File: config.mk
export PLATFORM = sky130hd
export DESIGN_NAME = ptp_tod_counter
export DESIGN_NICKNAME = d
export VERILOG_FILES = /design/src/rtl/ptp_tod_pkg.sv /design/src/rtl/ptp_tick_gen.sv /design/src/rtl/ptp_frac_rate.sv /design/src/rtl/ptp_time_core.sv /design/src/rtl/ptp_capture_unit.sv /design/src/rtl/ptp_tod_counter.sv
export SDC_FILE = /design/constraint.sdc
export NUM_CORES = 1
export LEC_CHECK = 0
export ABC_AREA = 1
export BUFFER_PORTS_ARGS = -buffer_cell sky130_fd_sc_hd__buf_2
export CAP_MARGIN = 5
export CORE_ASPECT_RATIO = 0.5
export CORE_MARGIN = 2
export CORE_UTILIZATION = 40
export DETAILED_ROUTE_END_ITERATION = 16
export HOLD_SLACK_MARGIN = 0.08
export PLACE_DENSITY = 0.61
export SYNTH_ARGS = -nofsm -noshare
export SYNTH_HDL_FRONTEND = slang
export SYNTH_SLANG_ARGS = --single-unit
File: constraint.sdc
create_clock -name clk -period 13.8 [get_ports clk]
set_input_delay 2.07 -clock clk [delete_from_list [all_inputs] [get_ports clk]]
set_output_delay 2.07 -clock clk [all_outputs]
set_load 0.02 [all_outputs]
File: src/rtl/ptp_tod_pkg.sv
package ptp_tod_pkg;
  localparam int SEC_W  = 32;
  localparam int NS_W   = 30;
  localparam int FRAC_W = 32;
  localparam int OFS_W  = 32;
  localparam int ACC_W  = NS_W + 4;
  localparam logic signed [ACC_W-1:0] NS_WRAP = ACC_W'(1000000000);

  typedef enum logic [1:0] {
    ADJ_NONE = 2'b00,
    ADJ_PLUS = 2'b01,
    ADJ_MINUS = 2'b11
  } adj_e;
endpackage

File: src/rtl/ptp_tick_gen.sv
module ptp_tick_gen #(
  parameter int TICK_DIV = 2
) (
  input  logic clk,
  input  logic rst,
  output logic tick
);
  localparam int CW = (TICK_DIV > 1) ? $clog2(TICK_DIV) : 1;

  generate
    if (TICK_DIV > 1) begin : g_div
      logic [CW-1:0] cnt_q;
      always_ff @(posedge clk) begin
        if (rst)       cnt_q <= '0;
        else if (tick) cnt_q <= '0;
        else           cnt_q <= cnt_q + 1'b1;
      end
      assign tick = (cnt_q == CW'(TICK_DIV - 1));

      AST_TICK_SPACED: assert property (@(posedge clk) disable iff (rst)
        tick |=> !tick);
    end else begin : g_every
      assign tick = 1'b1;
    end
  endgenerate
endmodule

File: src/rtl/ptp_frac_rate.sv
module ptp_frac_rate
  import ptp_tod_pkg::*;
(
  input  logic              clk,
  input  logic              rst,
  input  logic              tick,
  input  logic              clear_frac,
  input  logic              rate_go,
  input  logic [FRAC_W-1:0] rate_new,
  output logic [FRAC_W-1:0] frac_q,
  output adj_e              adj
);
  localparam int SW = FRAC_W + 2;

  logic [FRAC_W-1:0] rate_q;
  logic [FRAC_W-1:0] rate_use;
  logic [SW-1:0]     sum;

  always_comb begin
    rate_use = rate_go ? rate_new : rate_q;
    sum = {2'b00, frac_q} + {{2{rate_use[FRAC_W-1]}}, rate_use};
    if (sum[SW-1])         adj = ADJ_MINUS;
    else if (sum[SW-2])    adj = ADJ_PLUS;
    else                   adj = ADJ_NONE;
  end

  always_ff @(posedge clk) begin
    if (rst) begin
      frac_q <= '0;
      rate_q <= '0;
    end else if (tick) begin
      rate_q <= rate_use;
      frac_q <= clear_frac ? '0 : sum[FRAC_W-1:0];
    end
  end

  AST_FRAC_HOLD: assert property (@(posedge clk) disable iff (rst)
    !tick |=> $stable(frac_q));
  AST_LOAD_CLEARS: assert property (@(posedge clk) disable iff (rst)
    (tick && clear_frac) |=> (frac_q == '0));
endmodule

File: src/rtl/ptp_time_core.sv
module ptp_time_core
  import ptp_tod_pkg::*;
#(
  parameter int NOMINAL_NS = 8
) (
  input  logic             clk,
  input  logic             rst,
  input  logic             tick,
  input  logic             load_go,
  input  logic [SEC_W-1:0] load_sec,
  input  logic [NS_W-1:0]  load_ns,
  input  logic             step_go,
  input  logic [OFS_W-1:0] step_ns,
  input  adj_e             adj,
  output logic [SEC_W-1:0] sec_q,
  output logic [NS_W-1:0]  ns_q
);
  localparam logic signed [ACC_W-1:0] NOM_S = ACC_W'(NOMINAL_NS);

  logic signed [ACC_W-1:0] base_ns;
  logic signed [ACC_W-1:0] adv_ns;
  logic signed [ACC_W-1:0] ofs_ns;
  logic signed [ACC_W-1:0] total_ns;
  logic signed [ACC_W-1:0] wrap_ns;
  logic [SEC_W-1:0]        base_sec;
  logic [SEC_W-1:0]        sec_d;
  logic [NS_W-1:0]         ns_d;

  always_comb begin
    base_ns  = load_go ? $signed({4'b0000, load_ns}) : $signed({4'b0000, ns_q});
    base_sec = load_go ? load_sec : sec_q;
    adv_ns   = load_go ? '0 : NOM_S + $signed({{(ACC_W-2){adj[1]}}, adj});
    ofs_ns   = step_go ? $signed({{(ACC_W-OFS_W){step_ns[OFS_W-1]}}, step_ns}) : '0;
    total_ns = base_ns + adv_ns + ofs_ns;
    if (total_ns >= NS_WRAP) begin
      wrap_ns = total_ns - NS_WRAP;
      sec_d   = base_sec + 1'b1;
    end else if (total_ns < 0) begin
      wrap_ns = total_ns + NS_WRAP;
      sec_d   = base_sec - 1'b1;
    end else begin
      wrap_ns = total_ns;
      sec_d   = base_sec;
    end
    ns_d = wrap_ns[NS_W-1:0];
  end

  always_ff @(posedge clk) begin
    if (rst) begin
      sec_q <= '0;
      ns_q  <= '0;
    end else if (tick) begin
      sec_q <= sec_d;
      ns_q  <= ns_d;
    end
  end

  AST_TIME_HOLD: assert property (@(posedge clk) disable iff (rst)
    !tick |=> ($stable(sec_q) && $stable(ns_q)));
  AST_NS_BELOW_WRAP: assert property (@(posedge clk) disable iff (rst)
    ns_q < NS_W'(1000000000));
  AST_NOMINAL_STEP: assert property (@(posedge clk) disable iff (rst)
    (tick && !load_go && !step_go && adj == ADJ_NONE && ns_q < NS_W'(999000000))
      |=> (ns_q == $past(ns_q) + NS_W'(NOMINAL_NS)) && $stable(sec_q));
endmodule

File: src/rtl/ptp_capture_unit.sv
module ptp_capture_unit
  import ptp_tod_pkg::*;
(
  input  logic             clk,
  input  logic             rst,
  input  logic             ev_in,
  input  logic             ack,
  input  logic [SEC_W-1:0] now_sec,
  input  logic [NS_W-1:0]  now_ns,
  output logic             valid_q,
  output logic [SEC_W-1:0] sec_q,
  output logic [NS_W-1:0]  ns_q
);
  logic ev_prev;
  logic rise;

  assign rise = ev_in & ~ev_prev;

  always_ff @(posedge clk) begin
    if (rst) begin
      ev_prev <= 1'b0;
      valid_q <= 1'b0;
      sec_q   <= '0;
      ns_q    <= '0;
    end else begin
      ev_prev <= ev_in;
      if (valid_q) begin
        if (ack) valid_q <= 1'b0;
      end else if (rise) begin
        valid_q <= 1'b1;
        sec_q   <= now_sec;
        ns_q    <= now_ns;
      end
    end
  end

  AST_CAP_KEEP: assert property (@(posedge clk) disable iff (rst)
    (valid_q && !ack) |=> (valid_q && $stable(sec_q) && $stable(ns_q)));
  AST_CAP_ACK: assert property (@(posedge clk) disable iff (rst)
    (valid_q && ack) |=> !valid_q);
  AST_CAP_TAKE: assert property (@(posedge clk) disable iff (rst)
    (!valid_q && rise) |=> (valid_q && sec_q == $past(now_sec) && ns_q == $past(now_ns)));
endmodule

File: src/rtl/ptp_tod_counter.sv
module ptp_tod_counter
  import ptp_tod_pkg::*;
#(
  parameter int NUM_CAP    = 2,
  parameter int TICK_DIV   = 2,
  parameter int NOMINAL_NS = 8
) (
  input  logic                      clk,
  input  logic                      rst,
  input  logic                      load_req,
  input  logic [SEC_W-1:0]          load_sec,
  input  logic [NS_W-1:0]           load_ns,
  input  logic                      step_req,
  input  logic [OFS_W-1:0]          step_ns,
  input  logic                      rate_wr,
  input  logic [FRAC_W-1:0]         rate_val,
  input  logic [NUM_CAP-1:0]        cap_in,
  input  logic [NUM_CAP-1:0]        cap_rd,
  output logic [SEC_W-1:0]          time_sec,
  output logic [NS_W-1:0]           time_ns,
  output logic [FRAC_W-1:0]         time_frac,
  output logic [NUM_CAP-1:0]        cap_valid,
  output logic [NUM_CAP*SEC_W-1:0]  cap_sec,
  output logic [NUM_CAP*NS_W-1:0]   cap_ns
);
  logic tick;

  logic              ld_pend, st_pend, rt_pend;
  logic [SEC_W-1:0]  ld_sec_p;
  logic [NS_W-1:0]   ld_ns_p;
  logic [OFS_W-1:0]  st_ns_p;
  logic [FRAC_W-1:0] rt_val_p;

  logic              load_go, step_go, rate_go;
  logic [SEC_W-1:0]  ld_sec_use;
  logic [NS_W-1:0]   ld_ns_use;
  logic [OFS_W-1:0]  st_ns_use;
  logic [FRAC_W-1:0] rt_val_use;
  adj_e              adj;

  ptp_tick_gen #(.TICK_DIV(TICK_DIV)) tick_i (
    .clk(clk), .rst(rst), .tick(tick)
  );

  // A request made in an update cycle bypasses the holding registers.
  assign load_go    = load_req | ld_pend;
  assign step_go    = step_req | st_pend;
  assign rate_go    = rate_wr  | rt_pend;
  assign ld_sec_use = load_req ? load_sec : ld_sec_p;
  assign ld_ns_use  = load_req ? load_ns  : ld_ns_p;
  assign st_ns_use  = step_req ? step_ns  : st_ns_p;
  assign rt_val_use = rate_wr  ? rate_val : rt_val_p;

  always_ff @(posedge clk) begin
    if (rst) begin
      ld_pend  <= 1'b0;
      st_pend  <= 1'b0;
      rt_pend  <= 1'b0;
      ld_sec_p <= '0;
      ld_ns_p  <= '0;
      st_ns_p  <= '0;
      rt_val_p <= '0;
    end else if (tick) begin
      ld_pend <= 1'b0;
      st_pend <= 1'b0;
      rt_pend <= 1'b0;
    end else begin
      if (load_req) begin
        ld_pend  <= 1'b1;
        ld_sec_p <= load_sec;
        ld_ns_p  <= load_ns;
      end
      if (step_req) begin
        st_pend <= 1'b1;
        st_ns_p <= step_ns;
      end
      if (rate_wr) begin
        rt_pend  <= 1'b1;
        rt_val_p <= rate_val;
      end
    end
  end

  ptp_frac_rate frac_i (
    .clk(clk), .rst(rst), .tick(tick),
    .clear_frac(load_go), .rate_go(rate_go), .rate_new(rt_val_use),
    .frac_q(time_frac), .adj(adj)
  );

  ptp_time_core #(.NOMINAL_NS(NOMINAL_NS)) core_i (
    .clk(clk), .rst(rst), .tick(tick),
    .load_go(load_go), .load_sec(ld_sec_use), .load_ns(ld_ns_use),
    .step_go(step_go), .step_ns(st_ns_use), .adj(adj),
    .sec_q(time_sec), .ns_q(time_ns)
  );

  generate
    for (genvar gi = 0; gi < NUM_CAP; gi++) begin : g_cap
      ptp_capture_unit cap_i (
        .clk(clk), .rst(rst),
        .ev_in(cap_in[gi]), .ack(cap_rd[gi]),
        .now_sec(time_sec), .now_ns(time_ns),
        .valid_q(cap_valid[gi]),
        .sec_q(cap_sec[gi*SEC_W +: SEC_W]),
        .ns_q(cap_ns[gi*NS_W +: NS_W])
      );
    end
  endgenerate

  AST_PEND_DRAINED: assert property (@(posedge clk) disable iff (rst)
    tick |=> !(ld_pend || st_pend || rt_pend));
  AST_LOAD_EXACT: assert property (@(posedge clk) disable iff (rst)
    (tick && load_go && !step_go) |=> (time_sec == $past(ld_sec_use) && time_ns == $past(ld_ns_use)));
endmodule

==> results.ini <==
[clock_tree]
cts_hold_buf=0
clock_sinks=384
numCtsBuffers=38
h-tree-depth=2
cts_tree=yes
cts_root_buf=clkbuf_16
ctsResizeCount=0
postCtsSetupRepairBufs=0
clkLatencyLatePin_ps=560
cts_buffer_depth=3
clkSlewWorstSetupHoldPaths_ps=60

[yosys]
netlist_instances=3576
syn_nets=3810
ys_seq_elements=384
seq_area_frac_synth_pct=32.9
ys.flop_type=dfxtp_1
synth_cell_types=59
synth-edff-count=0
syn_area_um2=23400
synthArstFlopShare_pct=0
yosysWarnings=0
syn_avg_cell_area_um2=6.54

[sta]
fin_crit_ps=10070
fin_tns_setup_ps=0
relSlewSlack_pct=21.2
fmax_ghz=0.0994
hold_viol=0
period_share_pct=72.9
clock_skew_ps=31.6
finalSetupViolCount=0
slew_violations=0
worst_pin_slew_ps=1180
rsz0062_at_grt=no

[detailed_routing]
wirelength_mm=70.5
drt_iter0_drc=1385
dr.pass1.iters=6
wl_per_cell_um=15.2
ant_nets=0
drc=0
vias_per_cell=4.93
num_vias=22800

[cells_and_area]
final_nets=4063
final_common_cell=nand2_1
drive_gt1_share_pct=14.9
antenna_cells=0
nFillCells=6058
final_cell_mix=nand2_1 (851), inv_1 (563), o21ai_0 (409), dfxtp_1 (383), buf_2 (353)
synthToLayoutAreaGrowth_pct=14.8
stdcell_area_um2=26800

[power_and_ir_drop]
finalPower_mw=3.25
power_leakage_nw=12.8
p_per_area_nw_per_um2=121
ir_drop_uv=75.5

[setup_path]
end_kind=flip-flop
crit_fanout=65
crit_slowest_cell=inv_2
start_kind=primary input
path_common_cell=nand2_1
crit_buf_inv=8
slowest_delay_ps=580
cp.required_ps=14210
arrival_ps=10470
cp_top_family=simple AND/OR/NAND/NOR gates
crit_type=primary input to flip-flop

[global_routing]
grt_pass1_vias=21300
grt_max_degree=126
grt_usage_pct=22.7
grt_pass1_wl_mm=113
groute.layer.met3.usage_pct=3.15
antenna_found_initial=0
grtUsageMet2_pct=39.9
globalRouteOverflowTotal=0
grt.busiest_layer=met2
met1_usage_pct=29.8

[floorplan]
rows=62
die_x_um=346
die_y_um=175
core_area_um2=57600
die-area_um2=60500
start_util_pct=40.6
io-pin-count=355

[run_status]
status=finished, final reports clean

[placed_design]
hpwl_mm=52.3
port-buffer-count=354
placed_area_um2=25600
gp_routability_congestion=0.924

[hold_path]
hp-class=flip-flop to flip-flop

[flow_run]
maxCapViolCount=0

[power breakdown]
| group | internal (mW) | total (mW) | switching [mW] | leakage (nW) |
|---|---|---|---|---|
| combinational | 0.282 | 0.901 | 0.619 | 9.06 |
| clock | 0.623 | 1.09 | 0.468 | 0.625 |
| sequential | 1.20 | 1.26 | 0.0615 | 3.15 |
| total | 2.10 | 3.25 | 1.15 | 12.8 |
[per-stage QoR]
stage	setup slack [ps]	util [%]	std cells	hold slack, ps
2_1_floorplan	5910	-	3576	423
3_3_place_gp	3560	44.4	4557	428
3_5_place_dp	3220	44.4	4557	433
4_1_cts	3790	46.6	4622	443
5_1_grt	2930	46.6	4622	454
6_report	3730	46.6	4622	439
[sequential cells by signal, indices dropped and copies added, names as in the netlist]
signal	count
ld_sec_p	32
frac_i.rate_q	32
g_cap.cap_i.ev_prev	2
g_cap.cap_i.sec_q	64
core_i.sec_q	32
ld_pend	1
rt_pend	1
ld_ns_p	30
frac_i.frac_q	32
st_pend	1
core_i.ns_q	30
g_cap.cap_i.ns_q	60
rt_val_p	32
g_cap.cap_i.valid_q	2
tick_i.tick	1
st_ns_p	32
[tightest hold or removal path, cell delays in order, from the launching register on]
cell and delay [ps]:
dfxtp_1 310, inv_1 40, a21oi_1 50
[worst paths after layout]
| kind | startpoint | endpoint | slack [ps] | cells after the start |
|---|---|---|---|---|
| max | rate_wr | core_i.sec_q[8] | 3730 | 40 |
| min | g_cap[0].cap_i.sec_q[13] | g_cap[0].cap_i.sec_q[13] | 440 | 2 |
| max reg2reg | rt_pend | core_i.sec_q[8] | 5400 | 38 |
| min reg2reg | g_cap[0].cap_i.sec_q[13] | g_cap[0].cap_i.sec_q[13] | 440 | 2 |
[cell families after synthesis]
family | count (synthesis) | synth area share, %
fa+ha+maj | 99 | 5.49
mux | 33 | 1.41
buf+inv | 749 | 12.6
simple gates | 1413 | 25.7
compound gates | 821 | 19.0
xor+xnor | 77 | 2.92
flops | 384 | 32.9
[per-layer routing]
layer / vias up / routed length, µm
li1: 11900 / -
met4: 0 / 1220
met2: 374 / 34100
met5: - / 0
met3: 83 / 2770
met1: 10400 / 32400
[synth_stat cells (4+ instances only)]
cell / number / area, µm²
a22o_1: 5 / 43.8
xor2_1: 66 / 578
buf_2: 8 / 40.0
buf_6: 12 / 135
a21oi_1: 244 / 1220
or2_2: 14 / 87.6
inv_1: 565 / 2120
a32o_1: 7 / 70.1
nor2_4: 10 / 113
clkbuf_1: 120 / 450
nor2_2: 10 / 62.6
ha_1: 93 / 1160
inv_2: 23 / 86.3
fa_1: 6 / 120
dfxtp_1: 384 / 7690
mux2i_1: 33 / 330
nand2_2: 22 / 138
nand2_1: 851 / 3190
nand3_1: 137 / 686
o21ai_1: 38 / 190
o211ai_1: 4 / 30.0
nand2_4: 4 / 45.0
buf_4: 6 / 45.0
o21ai_0: 409 / 2050
nor4_1: 9 / 56.3
nor3_2: 6 / 60.1
a221oi_1: 4 / 35.0
nand3_2: 12 / 120
o22ai_1: 63 / 394
a31oi_1: 10 / 62.6
xnor2_1: 10 / 87.6
nor3_1: 29 / 145
nand4_1: 29 / 181
buf_1: 12 / 45.0
nor2_1: 264 / 991
o21ai_2: 20 / 175
[cell type report]
| class | instances | area (µm²) | area share [%] |
|---|---|---|---|
| Multi-Input combinational cell | 2443 | 12800 | 47.6 |
| Timing Repair Buffer | 372 | 1910 | 7.11 |
| Inverter | 590 | 2220 | 8.28 |
| Clock inverter | 13 | 166 | 0.620 |
| Tap cell | 768 | 961 | 3.58 |
| Sequential cell | 384 | 7690 | 28.6 |
| Clock buffer | 52 | 1110 | 4.15 |
Note: power is estimated with default switching activity, not from simulation.
